[src/rtl/lvds_deser_pkg.sv]
package lvds_deser_pkg;

  localparam int SLOTS = 7;
  localparam int LANES = 4;
  localparam int HIST_W = SLOTS - 1;
  localparam int COLOR_W = 8;

  // clock lane reads slot 0 in the MSB
  localparam logic [SLOTS-1:0] CLK_PATTERN = 7'b1100011;

  typedef enum logic [1:0] {
    MAP_SIX   = 2'd0,
    MAP_LOW24 = 2'd1,
    MAP_HIGH24 = 2'd2,
    MAP_SPARE = 2'd3
  } mapMode_e;

  typedef struct packed {
    logic capture;
  } ctrlStrobe_t;

endpackage

[src/rtl/lvds_deser_ctrl.sv]
module lvds_deser_ctrl
  import lvds_deser_pkg::*;
#(
  parameter int LOCK_WORDS = 4,
  parameter int UNLOCK_WORDS = 2
) (
  input  logic        clk,
  input  logic        rstN,
  input  logic        clkLane,
  output ctrlStrobe_t strobe,
  output logic        locked
);

  localparam int MATCH_W = $clog2(LOCK_WORDS + 1);
  localparam int MISS_W = $clog2(UNLOCK_WORDS + 1);
  localparam int CNT_W = $clog2(SLOTS);
  localparam logic [CNT_W-1:0] LAST_SLOT = CNT_W'(SLOTS - 1);

  logic [CNT_W-1:0]   slotCnt;
  logic [HIST_W-1:0]  clkHist;
  logic [MATCH_W-1:0] matchCnt, matchNext;
  logic [MISS_W-1:0]  missCnt, missNext;
  logic               lockNext;
  logic               wordEnd;
  logic               match;
  logic               slip;

  assign wordEnd = (slotCnt == LAST_SLOT);
  assign match = ({clkHist, clkLane} == CLK_PATTERN);
  assign slip = wordEnd && !match && !locked;

  always_comb begin
    lockNext = locked;
    matchNext = matchCnt;
    missNext = missCnt;
    if (wordEnd) begin
      if (match) begin
        missNext = '0;
        if (!locked) begin
          if (matchCnt == MATCH_W'(LOCK_WORDS - 1)) begin
            lockNext = 1'b1;
            matchNext = '0;
          end else begin
            matchNext = matchCnt + 1'b1;
          end
        end
      end else begin
        matchNext = '0;
        if (locked) begin
          if (missCnt == MISS_W'(UNLOCK_WORDS - 1)) begin
            lockNext = 1'b0;
            missNext = '0;
          end else begin
            missNext = missCnt + 1'b1;
          end
        end
      end
    end
  end

  always_ff @(posedge clk or negedge rstN) begin
    if (!rstN) begin
      slotCnt <= '0;
      clkHist <= '0;
      matchCnt <= '0;
      missCnt <= '0;
      locked <= 1'b0;
    end else begin
      clkHist <= {clkHist[HIST_W-2:0], clkLane};
      matchCnt <= matchNext;
      missCnt <= missNext;
      locked <= lockNext;
      if (slip) begin
        slotCnt <= slotCnt;
      end else if (wordEnd) begin
        slotCnt <= '0;
      end else begin
        slotCnt <= slotCnt + 1'b1;
      end
    end
  end

  assign strobe.capture = wordEnd && lockNext;

endmodule

[src/rtl/lvds_deser_dp.sv]
module lvds_deser_dp
  import lvds_deser_pkg::*;
(
  input  logic               clk,
  input  logic               rstN,
  input  logic [LANES-1:0]   dataLane,
  input  logic [1:0]         mapMode,
  input  ctrlStrobe_t        strobe,
  output logic [COLOR_W-1:0] red,
  output logic [COLOR_W-1:0] green,
  output logic [COLOR_W-1:0] blue,
  output logic               hsync,
  output logic               vsync,
  output logic               dataEnable,
  output logic               pixValid,
  output logic               framingErr
);

  localparam int CORE_W = COLOR_W - 2;

  logic [LANES-1:0][HIST_W-1:0] laneHist;
  logic [LANES-1:0][SLOTS-1:0]  word;
  logic [CORE_W-1:0] redCore, greenCore, blueCore;
  logic [COLOR_W-1:0] redNext, greenNext, blueNext;
  logic is24, errNext;

  for (genvar i = 0; i < LANES; i++) begin : g_lane
    always_ff @(posedge clk or negedge rstN) begin
      if (!rstN) laneHist[i] <= '0;
      else       laneHist[i] <= {laneHist[i][HIST_W-2:0], dataLane[i]};
    end
    assign word[i] = {laneHist[i], dataLane[i]};
  end

  // slot s of lane k sits at word[k][SLOTS-1-s]
  assign redCore = word[0][5:0];
  assign greenCore = {word[1][4:0], word[0][6]};
  assign blueCore = {word[2][3:0], word[1][6:5]};

  always_comb begin
    unique case (mapMode)
      MAP_LOW24: begin
        redNext = {redCore, word[3][1:0]};
        greenNext = {greenCore, word[3][3:2]};
        blueNext = {blueCore, word[3][5:4]};
      end
      MAP_HIGH24: begin
        redNext = {word[3][1:0], redCore};
        greenNext = {word[3][3:2], greenCore};
        blueNext = {word[3][5:4], blueCore};
      end
      default: begin
        redNext = {redCore, 2'b00};
        greenNext = {greenCore, 2'b00};
        blueNext = {blueCore, 2'b00};
      end
    endcase
  end

  assign is24 = (mapMode == MAP_LOW24) || (mapMode == MAP_HIGH24);
  assign errNext = is24 && word[3][6];

  always_ff @(posedge clk or negedge rstN) begin
    if (!rstN) begin
      red <= '0;
      green <= '0;
      blue <= '0;
      hsync <= 1'b0;
      vsync <= 1'b0;
      dataEnable <= 1'b0;
      pixValid <= 1'b0;
      framingErr <= 1'b0;
    end else begin
      pixValid <= strobe.capture;
      framingErr <= strobe.capture && errNext;
      if (strobe.capture) begin
        red <= redNext;
        green <= greenNext;
        blue <= blueNext;
        dataEnable <= word[2][6];
        vsync <= word[2][5];
        hsync <= word[2][4];
      end
    end
  end

endmodule

[src/rtl/lvds_deser.sv]
module lvds_deser
  import lvds_deser_pkg::*;
#(
  parameter int LOCK_WORDS = 4,
  parameter int UNLOCK_WORDS = 2
) (
  input  logic       clk,
  input  logic       rstN,
  input  logic       clkLane,
  input  logic [3:0] dataLane,
  input  logic [1:0] mapMode,
  output logic [7:0] red,
  output logic [7:0] green,
  output logic [7:0] blue,
  output logic       hsync,
  output logic       vsync,
  output logic       dataEnable,
  output logic       pixValid,
  output logic       locked,
  output logic       framingErr
);

  ctrlStrobe_t strobe;

  lvds_deser_ctrl #(
    .LOCK_WORDS(LOCK_WORDS),
    .UNLOCK_WORDS(UNLOCK_WORDS)
  ) u_ctrl (
    .clk(clk),
    .rstN(rstN),
    .clkLane(clkLane),
    .strobe(strobe),
    .locked(locked)
  );

  lvds_deser_dp u_dp (
    .clk(clk),
    .rstN(rstN),
    .dataLane(dataLane),
    .mapMode(mapMode),
    .strobe(strobe),
    .red(red),
    .green(green),
    .blue(blue),
    .hsync(hsync),
    .vsync(vsync),
    .dataEnable(dataEnable),
    .pixValid(pixValid),
    .framingErr(framingErr)
  );

endmodule

[config.mk]
export PLATFORM = sky130hd
export DESIGN_NAME = lvds_deser
export DESIGN_NICKNAME = d
export VERILOG_FILES = /design/src/rtl/lvds_deser_pkg.sv /design/src/rtl/lvds_deser_ctrl.sv /design/src/rtl/lvds_deser_dp.sv /design/src/rtl/lvds_deser.sv
export SDC_FILE = /design/constraint.sdc
export NUM_CORES = 1
export LEC_CHECK = 0
export BUFFER_PORTS_ARGS = -buffer_cell sky130_fd_sc_hd__buf_2
export CAP_MARGIN = 15
export CORE_MARGIN = 5
export CORE_UTILIZATION = 55
export DETAILED_ROUTE_END_ITERATION = 6
export GPL_ROUTABILITY_DRIVEN = 0
export GPL_TIMING_DRIVEN = 0
export MAX_ROUTING_LAYER = met4
export PLACE_DENSITY = 0.76
export REMOVE_ABC_BUFFERS = 1
export SYNTH_ARGS = -nofsm -noshare
export SYNTH_HDL_FRONTEND = slang
export SYNTH_SLANG_ARGS = --single-unit
[constraint.sdc]
create_clock -name clk -period 2.3 [get_ports clk]
set_input_delay 0.115 -clock clk [delete_from_list [all_inputs] [get_ports clk]]
set_output_delay 0.115 -clock clk [all_outputs]
set_load 0.01 [all_outputs]
==> flow_summary_export.csv, run 1 <==
group,metric,value,unit
timing,skew,0.006910,ns
layout,fin_util,66.50,%
power,combPwrFrac,8.0,%
timing,grt_setup_unrepaired,"no",
timing,hold_viol_final,0,
floorplanning,rows,25,
power,power_frac_seq,51.3,%
power,powerDensity,827.9,nW/um^2
timing,period_minus_slack,2.106,ns
floorplanning,initial_core_util,55.57,%
logic_synthesis,ys_types,39,
timing,setup_viol,0,
power,netSwitchingFraction,23.65,%
timing,maxSlewViolCount,0,
clock_tree,cts_max_level,3,
critical_path,cp-end-kind,"flip-flop",
flow_run,cap_violations,0,
critical_path,cp.arrival,2.32,ns
floorplanning,die_w,78.62,um
timing,finalCritPeriodShare,91.58,%
floorplanning,die_y,78.62,um
global_routing,antenna_found_initial,0,
critical_path,r2r-start,"u_ctrl.clkHist[4]$_DFF_PN0_",
clock_tree,root_buffer,"clkbuf_8",
outcome,outcome,"complete, no violations",
logic_synthesis,synth_seq_area_share,65.70,%
power,switchingPower,0.6068,mW
global_routing,grt_usage,19.80,%
drt,ant_nets,0,
power,power.leakage,1.516,nW
worst_hold_path,hp-start,"mapMode[1]",
logic_synthesis,synth-seq-cells,68,
floorplanning,fp.coreArea,4661,um^2
layout,antenna_cells,0,
layout,final_nets,237,
worst_hold_path,min_path_cells,3,
logic_synthesis,synth_top_area_share,65.70,%
placement,hpwl,3.318,mm
floorplanning,dieArea,6181,um^2
drt,vias,1710,
clock_tree,cts.clk_slew.worst_paths,0.07,ns
timing,fmax,474.8,MHz
global_routing,grt_max_degree,41,
critical_path,r2r_cells,4,
logic_synthesis,yosys_warnings,0,
clock_tree,clk-insertion-delay-late,0.33,ns
global_routing,grt_pass1_vias,1780,
drt,via_per_inst,6.021,
logic_synthesis,netlist_instances,178,
power,internal_power,1.959,mW
critical_path,crit_required,2.51,ns
timing,tightest_slew,1.035,ns
layout,area_growth,19.66,%
critical_path,crit_start,"clkLane",
logic_synthesis,synth_area_leaders,"dfrtp_1 (66%), a221o_1 (7.0%), o22a_1 (6.1%), mux2_1 (3.9%), a22oi_1 (1.7%)",
drt,post_drt_wl_per_cell,19.23,um
drt,routed_wl,5.460,mm
logic_synthesis,syn_avg_cell_area,14.55,um^2
drt,dr.pass1.iters,4,
power,ir_worst_vdd,0.5692,mV
timing,fin_ws,0.1936,ns
clock_tree,cts_buffer_depth,2,
critical_path,critPathKind,"input port to flip-flop",
drt,drtIter0Drc,146,
critical_path,start_kind,"input port",
logic_synthesis,synth_area_leader_cell,"dfrtp_1",
layout,n_fill_cell,331,
clock_tree,cts_buffers,9,
clock_tree,clock_sinks,68,
power,clock_power_share,40.7,%
layout,drive_above_1_share,26.96,%
logic_synthesis,syn-cell-area,2590,um^2
placement,place_ws,-0.03612,ns
placement,port_buffers,38,
clock_tree,postCtsSetupRepairBufs,0,
global_routing,grt_pass1_wl,8.970,mm
clock_tree,cts_tree,"yes",
floorplanning,pin_count,39,
critical_path,critPathMaxFanout,14,
worst_hold_path,hp-class,"input port to flip-flop",
timing,slew_headroom,31.02,%
global_routing,overflow,0,
drt,drc,0,
power,finalPower,2.566,mW
[path summary, 6_finish.rpt]
kind / endpoint / slack [ns]
setup reg to reg: u_dp.blue[1]$_DFFE_PN0P_ / 0.20
hold reg to reg: u_ctrl.clkHist[4]$_DFF_PN0_ / 0.37
max in group asynchronous: u_dp.red[5]$_DFFE_PN0P_ / 1.33
min in group asynchronous: u_ctrl.matchCnt[1]$_DFFE_PN0P_ / 0.34
hold / removal: u_dp.framingErr$_DFF_PN0_ / 0.28
setup / recovery: u_dp.blue[1]$_DFFE_PN0P_ / 0.19
[metrics by stage]
step	cells	hold slack, ns	TNS (ns)	area [um^2]
floorplan	166	-0.1806	0	2507
global placement	258	0.2377	0	2765
detailed placement	259	0.1726	-0.1435	2785
CTS	282	0.2767	0	3082
global route	284	0.3322	0	3099
finish	284	0.2835	0	3099
[timing repair]
action / CTS / global route
resized for setup: 1 / 0
hold buffers: 6 / 0
pin swaps: 1 / 1
endpoints found under the setup margin: 9 / 9
gates cloned: 1 / 1
hold endpoints to repair: 33 / 0
[critical path: stages]
cell and delay (ns):
dlygate4sd3_1 0.53, buf_2 0.13, and3b_1 0.24, a22oi_2 0.68, nor2_4 0.22, mux2_1 0.39
[power groups by stage]
stage                     Combinational, mW  Clock (mW)  Sequential (mW)
final                                 0.205        1.04             1.32
after CTS                             0.204        1.07             1.31
after floorplan                       0.126           0             1.32
after global placement                0.173           0             1.33
after detailed placement              0.190           0             1.34
after global routing                  0.230        1.12             1.32
[cell usage after synthesis, drive strengths merged]
cell type,number
ha,3
mux2,9
a221o,18
nor2b,2
inv,4
buf,9
mux2i,1
and3b,2
nand2b,1
a31oi,1
nor4b,1
nand3b,1
a21oi,6
a32o,1
nand2,2
nor3,1
o311a,1
clkbuf,3
o21a,2
dfrtp,68
nand3,1
and4bb,1
and2,1
o31a,1
a22oi,7
o22a,18
o41ai,1
nor2,7
a21boi,1
o21ai,2
or2,2
[routing by layer]
| metal | part of all wire (%) | GRT usage (%) | wire length, um | vias up |
|---|---|---|---|---|
| li1 | - | - | - | 776 |
| met1 | 43 | 24.92 | 2321 | 869 |
| met3 | 5.1 | 5.161 | 280 | 5 |
| met5 | 0 | - | 0 | - |
| met4 | 1.0 | 5.944 | 55 | 0 |
| met2 | 51 | 31.75 | 2802 | 60 |
[cell type report]
type                            count  area (um^2)  area share, %
Clock buffer                       13        178.9          5.773
Clock inverter                      3        42.54          1.373
Inverter                            4        15.01         0.4845
Multi-Input combinational cell     96        812.0          26.20
Sequential cell                    68         1702          54.91
Tap cell                           54        67.56          2.180
Timing Repair Buffer               46        281.5          9.084
[layout by cell type, fill, tap and decap left out, drive strengths merged, types with 2 or more instances in the layout]
cell	Yosys	layout
dfrtp	68	68
buf	9	40
a221o	18	18
o22a	18	18
clkbuf	3	13
mux2	9	9
a22oi	7	8
nor2	7	8
a21oi	6	6
dlygate4sd3	0	6
inv	4	4
ha	3	3
nor2b	2	2
o21a	2	2
nand2	2	2
and3b	2	2
o21ai	2	2
or2	2	2
[state kept, by name (all words and copies together), names as in the netlist]
name / cells
u_ctrl.clkHist: 6
u_dp.hsync: 1
u_dp.greenCore: 5
u_dp.dataEnable: 1
u_ctrl.matchCnt: 3
u_dp.red: 8
u_dp.blueCore: 5
u_ctrl.missCnt: 2
u_ctrl.slotCnt: 3
u_dp.green: 8
u_dp.framingErr: 1
u_dp.pixValid: 1
u_dp.blue: 8
u_ctrl.locked: 1
u_dp.laneHist: 14
u_dp.vsync: 1
[logic make-up after synthesis]
logic type	count (synthesis)	share of synthesized area, %
adders and majority gates	3	1.449
muxes	10	4.300
DFF	68	65.70
AOI/OAI and AO/OA	59	19.52
buffers and inverters	16	3.768
and+or+nand+nor	22	5.266
No activity file was read; power rests on OpenSTA's default activity.
==> run 2: changes to the inputs <==
CORE_UTILIZATION = 58   (was 55)
CTS_BUF_LIST = sky130_fd_sc_hd__clkbuf_4   (was default)
CTS_CLUSTER_SIZE = 24   (was default)
PLACE_DENSITY = 0.8   (was 0.76)
==> flow_summary_export.csv, run 2 (synthesized netlist as in run 1, its figures left out) <==
group,metric,value,unit
outcome,outcome,"complete, no violations",
layout,antenna_cells,0,
global_routing,grt_usage,19.64,%
clock_tree,clk-insertion-delay-late,0.40,ns
layout,final_nets,238,
placement,port_buffers,38,
critical_path,crit_required,2.58,ns
critical_path,start_kind,"flip-flop",
timing,period_minus_slack,2.077,ns
floorplanning,rows,24,
drt,route.met3.wl,275,um
drt,wl_met2,2.624,mm
clock_tree,root_buffer,"clkbuf_4",
critical_path,critPathKind,"flip-flop to flip-flop",
timing,grt_setup_unrepaired,"no",
floorplanning,initial_core_util,59.48,%
global_routing,grt_pass1_wl,8.921,mm
power,netSwitchingFraction,25.75,%
timing,hold_viol_final,0,
global_routing,grt_pass1_vias,1795,
layout,mostFrequentLayoutCell,"dfrtp_1",
layout,largest_reg_flops,14,
drt,topRoutingLayerUsed,"met4",
clock_tree,postCtsSetupRepairBufs,0,
power,internal_power,1.610,mW
global_routing,grt_max_degree,44,
worst_hold_path,hp-class,"input port to asynchronous set/reset pin",
clock_tree,cts_buffer_depth,2,
power,combPwrFrac,9.7,%
timing,skew,0.01118,ns
drt,via_per_inst,6.219,
drt,dr.pass1.iters,4,
layout,drive_above_1_share,26.84,%
drt,drtIter0Drc,124,
power,powerDensity,720.2,nW/um^2
floorplanning,die_y,76.83,um
critical_path,cp-end-kind,"flip-flop",
drt,post_drt_wl_per_cell,18.83,um
critical_path,cp.arrival,2.36,ns
power,power_frac_seq,60.6,%
clock_tree,cts_tree,"yes",
flow_run,cap_violations,0,
power,ir_worst_vdd,0.4344,mV
floorplanning,die_w,76.83,um
clock_tree,cts_buffers,9,
clock_tree,cts_max_level,3,
drt,ant_nets,0,
power,switchingPower,0.5583,mW
clock_tree,clock_sinks,68,
floorplanning,fp.coreArea,4354,um^2
global_routing,antenna_found_initial,0,
critical_path,critPathMaxFanout,21,
drt,routed_wl,5.330,mm
floorplanning,pin_count,39,
drt,wl_met1,2.304,mm
power,clock_power_share,29.7,%
critical_path,regToRegSetupSlack,0.22,ns
timing,fin_ws,0.2226,ns
drt,vias,1760,
placement,hpwl,3.389,mm
layout,most-common-layout-cells,"dfrtp_1 (68), buf_2 (38), a221o_1 (18), o22a_1 (18), clkbuf_4 (13)",
floorplanning,dieArea,5902,um^2
drt,drc,0,
placement,place_ws,-0.09436,ns
global_routing,overflow,0,
power,power.leakage,1.486,nW
timing,slew_headroom,33.12,%
clock_tree,cts.clk_slew.worst_paths,0.10,ns
layout,top_register,"u_dp.laneHist",
timing,fmax,481.4,MHz
timing,finalCritPeriodShare,90.32,%
timing,setup_viol,0,
power,finalPower,2.168,mW
layout,area_growth,16.23,%
timing,maxSlewViolCount,0,
timing,tightest_slew,1.003,ns
run 2: path summary, 6_finish.rpt:
check | from | endpoint | cells after the start
worst min-delay path | rstN | u_ctrl.matchCnt[2]$_DFFE_PN0P_ | 3
min in group clk | mapMode[1] | u_dp.framingErr$_DFF_PN0_ | 3
max in group asynchronous | rstN | u_dp.red[2]$_DFFE_PN0P_ | 4
worst max-delay path | u_ctrl.matchCnt[0]$_DFFE_PN0P_ | u_dp.blue[0]$_DFFE_PN0P_ | 5
worst max register to register | u_ctrl.matchCnt[0]$_DFFE_PN0P_ | u_dp.blue[0]$_DFFE_PN0P_ | 5
worst min register to register | u_ctrl.clkHist[3]$_DFF_PN0_ | u_ctrl.clkHist[4]$_DFF_PN0_ | 0
run 2: through the flow:
stage | std cells | area [um^2] | TNS, ns | util (%) | hold WS (ns)
floorplan | 166 | 2507 | 0 | - | -0.1806
global placement | 256 | 2763 | 0 | 63.45 | 0.2363
detailed placement | 258 | 2810 | -0.7394 | 64.54 | 0.1121
CTS | 281 | 2997 | 0 | 68.82 | 0.2030
global route | 283 | 3010 | 0 | 69.14 | 0.2362
finish | 283 | 3010 | 0 | 69.14 | 0.2143
run 2: routing by layer:
metal | global-route usage [%] | vias to the layer above
met5 | - | -
met1 | 24.98 | 906
met4 | 11.19 | 0
li1 | - | 784
met2 | 29.29 | 58
met3 | 4.098 | 12
run 2: critical path, stage by stage, from the launching register on:
cell,delay (ns)
dfrtp_1,0.39
ha_1,0.18
nor2b_1,0.32
o21ai_4,0.23
nor2_4,0.44
mux2_1,0.39
run 2: power groups by stage:
| stage | combinational (mW) | sequential (mW) | clock (mW) |
|---|---|---|---|
| global route | 0.237 | 1.33 | 0.709 |
| finish | 0.209 | 1.31 | 0.645 |
| global placement | 0.172 | 1.33 | 0 |
| floorplan | 0.126 | 1.32 | 0 |
| detailed placement | 0.197 | 1.34 | 0 |
| CTS | 0.210 | 1.31 | 0.658 |
run 2: cell type report:
| type | count | area [um^2] |
|---|---|---|
| sequential | 68 | 1702 |
| fill | 317 | 1344 |
| multi-input combinational | 96 | 812.0 |
| timing repair buffer | 47 | 305.3 |
| clock buffer | 13 | 97.59 |
| tap | 52 | 65.06 |
| inverter | 4 | 15.01 |
| clock inverter | 3 | 13.76 |
run 2: what timing repair did:
action	4_1_cts	5_1_grt
gates cloned	1	1
hold endpoints to repair	73	0
setup endpoints to repair	11	9
hold buffers	6	0
pin swaps	1	1
resized for setup	1	0
==> run 3: changes to the inputs <==
==> constraint.sdc (replaced) <==
create_clock -name clk -period 2.3 [get_ports clk]
set_input_delay 0.345 -clock clk [delete_from_list [all_inputs] [get_ports clk]]
set_output_delay 0.345 -clock clk [all_outputs]
set_load 0.01 [all_outputs]
==> flow_summary_export.csv, run 3 (synthesized netlist as in run 1, its figures left out) <==
group,metric,value,unit
flow_run,cap_violations,0,
critical_path,cp_num_buf_inv,0,
layout,top_register,"u_dp.laneHist",
critical_path,cp-end-kind,"flip-flop",
clock_tree,root_buffer,"clkbuf_4",
floorplanning,rows,24,
drt,vias,1731,
drt,post_drt_wl_per_cell,18.91,um
timing,maxSlewViolCount,0,
critical_path,critPathKind,"flip-flop to flip-flop",
floorplanning,fp.coreArea,4354,um^2
drt,drtIter0Drc,122,
timing,setup_viol,0,
floorplanning,initial_core_util,59.48,%
layout,final_nets,233,
critical_path,start_kind,"flip-flop",
critical_path,r2r_cells,5,
timing,skew,0.01105,ns
clock_tree,postCtsSetupRepairBufs,0,
critical_path,crit_start,"u_ctrl.matchCnt[0]$_DFFE_PN0P_",
floorplanning,die_y,76.83,um
power,power.leakage,1.465,nW
placement,dp.cells,258,
clock_tree,clk-insertion-delay-late,0.40,ns
layout,layout.cells.non_filler,278,
global_routing,overflow,0,
critical_path,crit_required,2.58,ns
critical_path,cp_top_family,"simple AND/OR/NAND/NOR gates",
critical_path,crit_chain,"ha_1, nor2b_1, o21ai_4, nor2_4, mux2_1",
floorplanning,pin_count,39,
layout,area_growth,14.30,%
floorplanning,dieArea,5902,um^2
placement,port_buffers,38,
worst_hold_path,worstHoldEndpoint,"u_ctrl.clkHist[0]$_DFF_PN0_",
clock_tree,clock_sinks,68,
global_routing,grt_usage,19.51,%
outcome,outcome,"complete, no violations",
critical_path,max_stage_delay,0.45,ns
timing,hold_viol_final,0,
clock_tree,cts_tree,"yes",
timing,grt_setup_unrepaired,"no",
clock_tree,cts_max_level,3,
timing,period_minus_slack,2.087,ns
critical_path,critPathMaxFanout,21,
timing,tightest_slew,0.9740,ns
drt,dr.pass1.iters,4,
drt,via_per_inst,6.227,
critical_path,regToRegSetupSlack,0.21,ns
clock_tree,cts_buffer_depth,2,
drt,drc,0,
timing,finalCritPeriodShare,90.72,%
timing,fmax,479.3,MHz
layout,largest_reg_flops,14,
placement,placed_area,2810,um^2
critical_path,cp.arrival,2.37,ns
drt,routed_wl,5.257,mm
placement,hpwl,3.389,mm
clock_tree,cts_buffers,9,
global_routing,grt_max_degree,44,
critical_path,r2r-end,"u_dp.blue[0]$_DFFE_PN0P_",
layout,drive_above_1_share,27.43,%
timing,slew_headroom,35.07,%
global_routing,grt_pass1_wl,8.852,mm
critical_path,r2r-start,"u_ctrl.matchCnt[0]$_DFFE_PN0P_",
layout,mostFrequentLayoutCell,"dfrtp_1",
worst_hold_path,min_path_cells,1,
worst_hold_path,hp-class,"input port to flip-flop",
drt,ant_nets,0,
worst_hold_path,hp-start,"clkLane",
critical_path,cp_slowest_cell,"nor2_4",
power,ir_worst_vdd,0.4353,mV
power,powerDensity,730.1,nW/um^2
layout,most-common-layout-cells,"dfrtp_1 (68), buf_2 (38), a221o_1 (18), o22a_1 (18), clkbuf_4 (13)",
layout,antenna_cells,0,
layout,final_area,2960,um^2
clock_tree,cts.clk_slew.worst_paths,0.10,ns
global_routing,antenna_found_initial,0,
global_routing,grt_pass1_vias,1785,
floorplanning,die_w,76.83,um
[run 3: cell count changes in the layout (fill, tap and decap cells not counted)]
cell | previous run | this run
dlygate4sd3_1 | 6 | 1
[run 3: how the worst max path moves through the flow]
stage | endpoint | slack [ns] | cells after the start
6_report | u_dp.blue[0]$_DFFE_PN0P_ | 0.21 | 5
5_1_grt | u_dp.blue[0]$_DFFE_PN0P_ | 0.08 | 5
4_1_cts | u_dp.blue[0]$_DFFE_PN0P_ | 0.04 | 5
3_5_place_dp | u_dp.dataEnable$_DFFE_PN0P_ | -0.19 | 5
3_3_place_gp | u_dp.red[1]$_DFFE_PN0P_ | -0.05 | 5
2_1_floorplan | u_dp.dataEnable$_DFFE_PN0P_ | 0.38 | 5
[run 3: metrics by stage]
stage | hold WS [ns] | setup TNS [ns] | setup slack, ns | util [%] | total power, mW
3_3_place_gp | 0.3525 | -0.4050 | -0.04642 | 63.45 | 1.500
2_1_floorplan | 0.04941 | 0 | 0.3779 | - | 1.446
6_report | 0.06338 | 0 | 0.2135 | 67.99 | 2.161
3_5_place_dp | 0.3421 | -3.243 | -0.1855 | 64.54 | 1.533
5_1_grt | 0.05278 | 0 | 0.08380 | 67.99 | 2.267
4_1_cts | 0.04274 | 0 | 0.03635 | 67.67 | 2.175
[run 3: cell type report]
type                       count  area (um^2)
inverter                       4        15.01
sequential                    68         1702
clock inverter                 3        13.76
timing repair buffer          42        255.2
fill                         323         1394
clock buffer                  13        97.59
multi-input combinational     96        812.0
tap                           52        65.06
[run 3: layer usage]
metal  share of wire (%)  GRT usage (%)  vias up  wire length [um]
met5                   0              -        -                 0
met4                 2.7          11.19        0               141
met3                 5.8          4.215       15               305
met2                  49          29.03       62              2572
met1                  43          24.74      880              2238
li1                    -              -      774                 -
[run 3: worst reg2reg max path: stages, from the launching register on]
cell and delay, ns:
dfrtp_1 0.39, ha_1 0.18, nor2b_1 0.32, o21ai_4 0.24, nor2_4 0.45, mux2_1 0.40
[run 3: repair_timing]
item	4_1_cts	5_1_grt
setup endpoints to repair	11	9
pin swaps	1	1
hold endpoints to repair	42	0
resized for setup	1	0
cloned	1	1
hold buffers	1	0
[run 3: report_power, final]
| part | switching (mW) | internal, mW | total [mW] |
|---|---|---|---|
| clock | 0.380 | 0.265 | 0.645 |
| sequential | 0.0603 | 1.25 | 1.31 |
| combinational | 0.117 | 0.0855 | 0.202 |
